===== src/rtl/mtx_pkg.sv =====
package mtx_pkg;

    // State of the bit cell currently being sent.
    typedef struct packed {
        logic active;   // a cell is being encoded
        logic half;     // 0 = first half, 1 = second half
        logic bit_v;    // data bit of the current cell
    } mtx_cell_t;

    // Registered levels of the two output legs.
    typedef struct packed {
        logic pos;
        logic neg;
    } mtx_legs_t;

endpackage


===== src/rtl/mtx_cell_timer.sv =====
module mtx_cell_timer
    import mtx_pkg::*;
(
    input  logic clk,
    input  logic rst_n,
    input  logic tx_en_i,
    input  logic data_i,
    output logic boundary_o,
    output logic start_o,
    output logic active_o,
    output logic half_o,
    output logic bit_o
);

    mtx_cell_t cell_d, cell_q;
    logic      boundary;

    // A boundary is any idle cycle or the second half of a cell.
    assign boundary = !cell_q.active || cell_q.half;

    always_comb begin
        cell_d = cell_q;
        if (boundary) begin
            cell_d.active = tx_en_i;
            cell_d.half   = 1'b0;
            if (tx_en_i) begin
                cell_d.bit_v = data_i;
            end
        end else begin
            cell_d.half = 1'b1;
        end
    end

    always_ff @(posedge clk) begin
        if (!rst_n) begin
            cell_q <= '0;
        end else begin
            cell_q <= cell_d;
        end
    end

    assign boundary_o = boundary;
    assign start_o    = boundary && tx_en_i;
    assign active_o   = cell_q.active;
    assign half_o     = cell_q.half;
    assign bit_o      = cell_q.bit_v;

endmodule


===== src/rtl/mtx_leg_driver.sv =====
module mtx_leg_driver
    import mtx_pkg::*;
#(
    parameter logic ZERO_IDLE_LEVEL = 1'b0
) (
    input  logic clk,
    input  logic rst_n,
    input  logic boundary_i,
    input  logic start_i,
    input  logic data_i,
    input  logic cell_bit_i,
    input  logic idle_hi_i,
    output logic tx_p_o,
    output logic tx_n_o
);

    mtx_legs_t legs_d, legs_q;
    mtx_legs_t zero_idle;
    mtx_legs_t high_idle;

    generate
        if (ZERO_IDLE_LEVEL) begin : g_zero_hi
            assign zero_idle = '{pos: 1'b1, neg: 1'b1};
        end else begin : g_zero_lo
            assign zero_idle = '{pos: 1'b0, neg: 1'b0};
        end
    endgenerate

    assign high_idle = '{pos: 1'b1, neg: 1'b0};

    always_comb begin
        legs_d = legs_q;
        if (start_i) begin
            // first half: a 0 starts high, a 1 starts low
            legs_d.pos = !data_i;
            legs_d.neg = data_i;
        end else if (boundary_i) begin
            legs_d = idle_hi_i ? high_idle : zero_idle;
        end else begin
            // second half: level equals the data bit
            legs_d.pos = cell_bit_i;
            legs_d.neg = !cell_bit_i;
        end
    end

    always_ff @(posedge clk) begin
        if (!rst_n) begin
            legs_q <= zero_idle;
        end else begin
            legs_q <= legs_d;
        end
    end

    assign tx_p_o = legs_q.pos;
    assign tx_n_o = legs_q.neg;

endmodule


===== src/rtl/mtx_encoder.sv =====
module mtx_encoder
    import mtx_pkg::*;
#(
    parameter logic ZERO_IDLE_LEVEL = 1'b0
) (
    input  logic clk,
    input  logic rst_n,
    input  logic tx_en_i,
    input  logic data_i,
    input  logic idle_hi_i,
    output logic bit_req_o,
    output logic tx_p_o,
    output logic tx_n_o
);

    logic cell_boundary;
    logic cell_start;
    logic cell_active;
    logic cell_half;
    logic cell_bit;

    mtx_cell_timer u_timer (
        .clk        (clk),
        .rst_n      (rst_n),
        .tx_en_i    (tx_en_i),
        .data_i     (data_i),
        .boundary_o (cell_boundary),
        .start_o    (cell_start),
        .active_o   (cell_active),
        .half_o     (cell_half),
        .bit_o      (cell_bit)
    );

    mtx_leg_driver #(
        .ZERO_IDLE_LEVEL (ZERO_IDLE_LEVEL)
    ) u_legs (
        .clk        (clk),
        .rst_n      (rst_n),
        .boundary_i (cell_boundary),
        .start_i    (cell_start),
        .data_i     (data_i),
        .cell_bit_i (cell_bit),
        .idle_hi_i  (idle_hi_i),
        .tx_p_o     (tx_p_o),
        .tx_n_o     (tx_n_o)
    );

    assign bit_req_o = cell_start;

endmodule


===== config.mk =====
export PLATFORM = sky130hd
export DESIGN_NAME = mtx_encoder
export DESIGN_NICKNAME = d
export VERILOG_FILES = /design/src/rtl/mtx_pkg.sv /design/src/rtl/mtx_cell_timer.sv /design/src/rtl/mtx_leg_driver.sv /design/src/rtl/mtx_encoder.sv
export SDC_FILE = /design/constraint.sdc
export NUM_CORES = 1
export LEC_CHECK = 0
export BUFFER_PORTS_ARGS = -buffer_cell sky130_fd_sc_hd__clkbuf_2
export CAP_MARGIN = 40
export CORE_AREA = 10 10 47 49
export CTS_CLUSTER_SIZE = 20
export DETAILED_ROUTE_END_ITERATION = 6
export DIE_AREA = 0 0 57 59
export HOLD_SLACK_MARGIN = 0.06
export PLACE_DENSITY = 0.32
export SKIP_LAST_GASP = 1
export SLEW_MARGIN = 20
export SYNTH_ARGS = -nofsm -noshare
export SYNTH_HDL_FRONTEND = slang
export SYNTH_SLANG_ARGS = --single-unit
export TNS_END_PERCENT = 100

===== constraint.sdc =====
create_clock -name clk -period 1.58 [get_ports clk]
set_input_delay 0.158 -clock clk [delete_from_list [all_inputs] [get_ports clk]]
set_output_delay 0.158 -clock clk [all_outputs]
set_load 0.05 [all_outputs]

==> results of run 1 <==
[metal layers]
layer / track usage, % / share of wire [%]
met5: 0 / 0
met4: 5.03 / 4.9
met3: 3.00 / 9.4
met2: 4.50 / 40
met1: 2.72 / 46
[cell families after synthesis]
| group | Yosys count |
|---|---|
| AND/OR/NAND/NOR | 8 |
| AO/OA/AOI/OAI | 6 |
| flip-flops | 5 |
[metrics by stage]
stage / utilization [%] / setup slack [ns] / total power [µW] / hold slack [ns]
after global routing: 19.6 / 0.162 / 376 / 0.176
after CTS: 19.6 / 0.236 / 363 / 0.165
after global placement: 17.8 / 0.532 / 203 / 0.423
after floorplan: - / 0.719 / 186 / 0.266
final: 19.6 / 0.254 / 354 / 0.165
after detailed placement: 17.8 / 0.507 / 204 / 0.425
[registers in the layout, indices dropped and copies added (netlist names)]
| register | flops |
|---|---|
| u_legs.tx_n_o | 1 |
| u_legs.tx_p_o | 1 |
| u_timer.active_o | 1 |
| u_timer.bit_o | 1 |
| u_timer.half_o | 1 |
[cells in the mapped netlist (all sizes together)]
cell,instances
nor2,2
nand2b,1
o21a,2
and2,2
and2b,1
o2bb2ai,1
a21oi,1
o21ai,2
dfxtp,5
nand2,2
[cell type report]
cell class | instances | area [µm²]
Fill cell | 169 | 1130
Clock buffer | 4 | 26.3
Timing Repair Buffer | 7 | 35.0
Tap cell | 16 | 20.0
Sequential cell | 5 | 100
Multi-Input combinational cell | 14 | 93.8
[critical path: stages (launching register included)]
cell and delay (ns):
dfxtp_1 0.31, nand2b_1 0.17, and2_4 0.17, clkbuf_2 0.27
[where the power goes]
group / total, µW / switching (µW) / leakage [µW] / internal [µW]
Combinational: 60.8 / 39.7 / 0.0000649 / 21.1
Clock: 154 / 58.1 / 0.0000150 / 95.9
Sequential: 139 / 3.51 / 0.0000415 / 136
Total: 354 / 101 / 0.000121 / 253
[cell usage in the layout (no fill, tap or decap)]
master     n
o2bb2ai_2  1
and2b_4    1
o21ai_1    1
clkbuf_1   1
and2_4     1
nand2b_1   1
o21ai_0    1
nor2_1     1
a21oi_1    1
clkbuf_2   7
dfxtp_1    5
clkbuf_4   3
and2_1     1
nor2_2     1
o21a_1     2
nand2_1    2
[worst max path at each step]
stage	to	slack [ns]	depth (start not counted)
finish	bit_req_o	0.25	3
global route	bit_req_o	0.16	3
CTS	bit_req_o	0.24	3
detailed placement	bit_req_o	0.51	3
global placement	bit_req_o	0.53	3
floorplan	u_timer.bit_o	0.72	3
==> impl_summary.txt, run 1 <==
----------------------------------------------------
[STA]
  Share of the clock period used by the worst path after layout ... a little over four fifths
  Worst slew margin relative to its limit ... 81.2%
  Highest Clock Rate ... ~750 MHz
  Setup Skew ... around 0.004 ns
  Actual slew at the worst max-slew pin ... approximately 0.28 ns
  Total count of hold-check failures in the final report ... 0
  Slew Limit Fails ... 0
  Minimum period implied by the final worst setup slack ... 1.33 ns
  Final number of setup-violating endpoints ... 0
  Setup repair after global routing missed its margin ... no
  Accumulated negative setup slack ... 0 ns

[GRT]
  Maximum number of pins on one net before global-route repair ... 7
  Global-route wire length before repair ... ~800 µm
  Initial antenna violation count ... 0
  Total Routing Usage GR ... under 10%
  Vias in the first global route ... ~220
  Remaining global-route overflow ... 0

[Setup path]
  R2R depth ... 3
  CP endpoint kind ... output port
  Flop-to-flop setup slack ... approximately 0.70 ns
  Critical Path RT ... between 1 and 1.5 ns
  Endpoint of the lowest-slack register-to-register path ... u_legs.tx_n_o
  Crit Path Category ... flop to output port
  Data arrival, critical path ... roughly 1.2 ns
  CP startpoint kind ... flop
  Worst Setup SP ... u_timer.half_o
  Maximum fanout along the worst path ... 4
  Worst r2r src ... u_timer.half_o

[Synth]
  Post-synthesis sequential area ratio ... roughly half
  Number of distinct standard cells referenced by the synthesized netlist ... 13
  Area fraction in compound gates after synthesis ... 23.2%
  Largest cells by area after synthesis ... dfxtp_1 (52%), o21a_1 (7.7%), o2bb2ai_2 (7.7%), and2b_4 (5.2%), and2_4 (4.5%)
  Number of warnings issued by yosys ... 0
  Area fraction of the dominant cell type after synthesis ... just over 50%
  Largest family of logic cells by synthesized area ... simple AND/OR/NAND/NOR gates
  Adder-cell area share of the yosys netlist ... 0%
  Register bit total from synthesis ... 5
  Mapped cell area ... slightly below 200 µm²
  Post-synthesis share of cell area spent on and, or, nand and nor gates ... 25.2%
  Number of standard cells after synthesis ... 19
  Mean post-synth cell area ... 10.2 µm²
  Biggest area consumer among synthesized cells ... dfxtp_1
  Nets in the synthesized netlist ... 24
  Portion of netlist area occupied by mux cells ... 0%
  XOR/XNOR share of the synthesized area ... 0%

[Detailed routing]
  Total via count in the routed design ... 176
  Avg WL per Cell ... 10.2 µm
  Post-route DRC violation count ... 0
  Residual antenna-violating net count after detailed routing ... 0
  Starting DRC count in detailed routing ... 1
  Number of search-and-repair iterations in the first detailed-routing pass ... 2
  Post-Route WL ... between 400 and 500 µm
  Via count normalized by instance count ... 3.83

[Clock tree]
  Number of buffers on the longest clock path ... 2
  Number of clock sinks seen by CTS ... 5
  Clock transition at path regs ... 0.05 ns
  H-tree level count ... 1
  Clock root buffer master ... clkbuf_4
  TritonCTS clock tree ... built
  Hold buffers post-CTS ... 0
  Setup bufs post-CTS ... 0
  Clock buffer count from CTS ... 3
  Count of cells resized by post-cts repair ... 0
  Clock latency on the worst-skew pair ... 0.25 ns

[Power and ir drop]
  Standby leakage power ... about 0.00012 µW
  Peak ir drop on the vdd network ... between 0.2 and 0.25 mV
  PD cells ... around 1300 mW/mm²

[Place]
  Port bufs ... 7
  Final estimated routing congestion in global placement ... 0.643
  DP Cell Count ... 42
  Post-DP Area ... ~250 µm²
  HPWL Detailed ... 388 µm

[Final layout]
  Fraction of layout cells with a size suffix above 1 ... a little under half
  Post-route insts no fill ... 46
  Final-stage net count ... 36
  Synth-to-layout area growth ... 41.9%
  Ant. Diodes ... 0
  Finished Cell Area ... roughly 280 µm²

[Worst hold path]
  Endpoint of the worst hold path ... u_timer.active_o
  Number of cells on the worst hold path ... 2
  Worst hold-check path type ... input port to flop
  Startpoint of the worst hold path ... tx_en_i

[Die]
  Die extent in x ... ~57 µm
  Area of the placeable core ... roughly 0.0014 mm²
  Standard-cell rows ... 14
  Die height ... roughly 59 µm
  Total die area ... about 0.0034 mm²
  Initial Util ... about 14%
  IO Count ... 8

[Flow run]
  Number of maximum-capacitance violations ... 0

[Status]
  Run status ... finished clean

----------------------------------------------------
Power figures use the tool's default switching activity.
==> run 2, diff against run 1 <==
==> constraint.sdc (replaced) <==
create_clock -name clk -period 1.3 [get_ports clk]
set_input_delay 0.13 -clock clk [delete_from_list [all_inputs] [get_ports clk]]
set_output_delay 0.13 -clock clk [all_outputs]
set_load 0.05 [all_outputs]
==> run 2 against run 1 <==
- count of clock-buffer cells in the layout did not move
- cell count did not move
- non-clock buffer count did not move
- first-iteration DRC count rose by 100%
- critical endpoint unchanged
- global-route usage fell by 0.34 points
- final area rose by 3.6%
- via count fell by 2.3%
- routed wire length fell by 7.9%
- critical path depth did not move
- flip-flop and latch count did not move
- sequential share of layout area fell by 1.3 points
==> impl_summary.txt, run 2 (synthesized netlist as in run 1, its figures left out) <==
----------------------------------------------------
[Setup path]
  Critical Path RT ... 1.17 ns (was 1.42 ns)
  CP endpoint kind ... output port (unchanged)
  Maximum fanout along the worst path ... 4 (unchanged)
  Data arrival, critical path ... 1.05 ns (was 1.17 ns)
  Crit Path Category ... flop to output port (unchanged)
  CP startpoint kind ... flop (unchanged)

[Clock tree]
  Number of buffers on the longest clock path ... 2 (unchanged)
  Number of clock sinks seen by CTS ... 5 (unchanged)
  Clock latency on the worst-skew pair ... 0.24 ns (was 0.25 ns)
  Clock buffer count from CTS ... 3 (unchanged)
  Clock transition at path regs ... 0.04 ns (was 0.05 ns)
  Clock root buffer master ... clkbuf_4 (unchanged)
  H-tree level count ... 1 (unchanged)
  TritonCTS clock tree ... built (unchanged)
  Setup bufs post-CTS ... 0 (unchanged)

[Detailed routing]
  Number of search-and-repair iterations in the first detailed-routing pass ... 4 (was 2)
  Post-route DRC violation count ... 0 (unchanged)
  Total via count in the routed design ... 172 (was 176)
  Avg WL per Cell ... 9.41 µm (was 10.2 µm)
  Via count normalized by instance count ... 3.74 (was 3.83)
  Starting DRC count in detailed routing ... 2 (was 1)
  Residual antenna-violating net count after detailed routing ... 0 (unchanged)
  Post-Route WL ... 433 µm (was 470 µm)

[STA]
  Worst hold slack ... 0.150 ns (was 0.165 ns)
  Setup repair after global routing missed its margin ... no (unchanged)
  Final number of setup-violating endpoints ... 0 (unchanged)
  Setup Skew ... 0.00430 ns (was 0.00402 ns)
  Total count of hold-check failures in the final report ... 0 (unchanged)
  Worst slew margin relative to its limit ... 81.3% (was 81.2%)
  Slew Limit Fails ... 0 (unchanged)
  Minimum period implied by the final worst setup slack ... between 1 and 1.5 ns
  Share of the clock period used by the worst path after layout ... 91.1%
  Actual slew at the worst max-slew pin ... 0.281 ns (was 0.283 ns)
  Worst Slack Setup Final ... 0.116 ns (was 0.254 ns)
  Accumulated negative setup slack ... 0 ns (unchanged)
  Highest Clock Rate ... 844 MHz

[Power and ir drop]
  PD cells ... 1490 mW/mm² (was 1290 mW/mm²)
  Standby leakage power ... 0.000124 µW (was 0.000121 µW)
  Power after layout ... 425 µW (was 354 µW)
  Peak ir drop on the vdd network ... 0.322 mV (was 0.239 mV)

[Final layout]
  Fraction of layout cells with a size suffix above 1 ... 50.0% (was 46.7%)
  Synth-to-layout area growth ... 47.1% (was 41.9%)
  Ant. Diodes ... 0 (unchanged)
  Area taken by multi-input logic gates ... 101 µm² (was 93.8 µm²)
  Final-stage net count ... 36 (unchanged)
  Fill count ... 169 (unchanged)
  Most common cell after layout, fill and taps aside ... clkbuf_2 (unchanged)
  Sequential cell area ... 100 µm² (unchanged)
  Highest-count cells in the layout ignoring fill and taps ... clkbuf_2 (6), dfxtp_1 (5), clkbuf_4 (4) (was clkbuf_2 (7), dfxtp_1 (5), clkbuf_4 (3))

[Die]
  Area of the placeable core ... 0.00140 mm² (unchanged)
  Initial Util ... 13.8% (unchanged)
  IO Count ... 8 (unchanged)
  Total die area ... 0.00336 mm² (unchanged)
  Die extent in x ... 57 µm (unchanged)
  Standard-cell rows ... 14 (unchanged)
  Die height ... 59 µm (unchanged)

[Place]
  Final estimated routing congestion in global placement ... 0.713 (was 0.643)
  HPWL Detailed ... 366 µm (was 388 µm)
  Port bufs ... 7 (unchanged)
  Post-placement worst setup slack ... 0.278 ns (was 0.507 ns)

[GRT]
  Initial antenna violation count ... 0 (unchanged)
  Global-route wire length before repair ... 752 µm (was 800 µm)
  Vias in the first global route ... 190 (was 215)
  Maximum number of pins on one net before global-route repair ... 7 (unchanged)
  Total Routing Usage GR ... 3.15% (was 3.49%)
  Remaining global-route overflow ... 0 (unchanged)

[Flow run]
  Number of maximum-capacitance violations ... 0 (unchanged)

[Status]
  Run status ... finished clean (unchanged)

[Worst hold path]
  Worst hold-check path type ... input port to flop (unchanged)

----------------------------------------------------
run 2: cell count changes in the layout (fill, tap and decap cells not counted):
cell / change
clkbuf_2: -1
clkbuf_4: +1
nand2b_1: -1
nand2b_4: +1
run 2: path summary, 6_finish.rpt:
path	startpoint	end	slack [ns]	depth (start not counted)
setup / recovery	u_timer.half_o	bit_req_o	0.12	3
hold / removal	tx_en_i	u_timer.active_o	0.15	2
setup reg to reg	u_timer.active_o	u_legs.tx_n_o	0.41	3
hold reg to reg	u_timer.bit_o	u_timer.bit_o	0.49	2
run 2: report_power, final:
group | internal, µW | switching (µW) | total (µW)
Sequential | 165 | 5.59 | 171
Combinational | 29.1 | 47.2 | 76.4
Clock | 116 | 62.0 | 178
Total | 310 | 115 | 425
run 2: what timing repair did:
| item | CTS | global route |
|---|---|---|
| endpoints found under the hold margin | 0 | 0 |
| hold buffers | 0 | 0 |
| setup endpoints to repair | 0 | 1 |
| resized for setup | 0 | 3 |
run 2: cell type report:
| class | count | area share, % |
|---|---|---|
| clock buffer | 4 | 9.21 |
| multi-input combinational | 14 | 35.5 |
| tap | 16 | 7.02 |
| sequential | 5 | 35.1 |
| timing repair buffer | 7 | 13.2 |
run 2: worst max-delay path: stages (launching register included):
cell and delay, ns:
dfxtp_1 0.31, nand2b_4 0.13, and2_4 0.14, clkbuf_4 0.22
run 2: layer usage:
metal	global-route usage [%]	up-vias	part of all wire, %	routed length, µm
met5	0	-	0	0
met1	3.07	76	45	196
met3	3.86	0	13	57
met2	3.57	9	41	178
met4	2.01	0	0	0
li1	-	87	-	-
run 2: metrics by stage:
step	std cells	util [%]	cell area (µm²)
detailed placement	42	17.8	249
CTS	46	19.6	275
floorplan	19	-	194
finish	46	20.4	285
global route	46	20.4	285
global placement	42	17.8	249
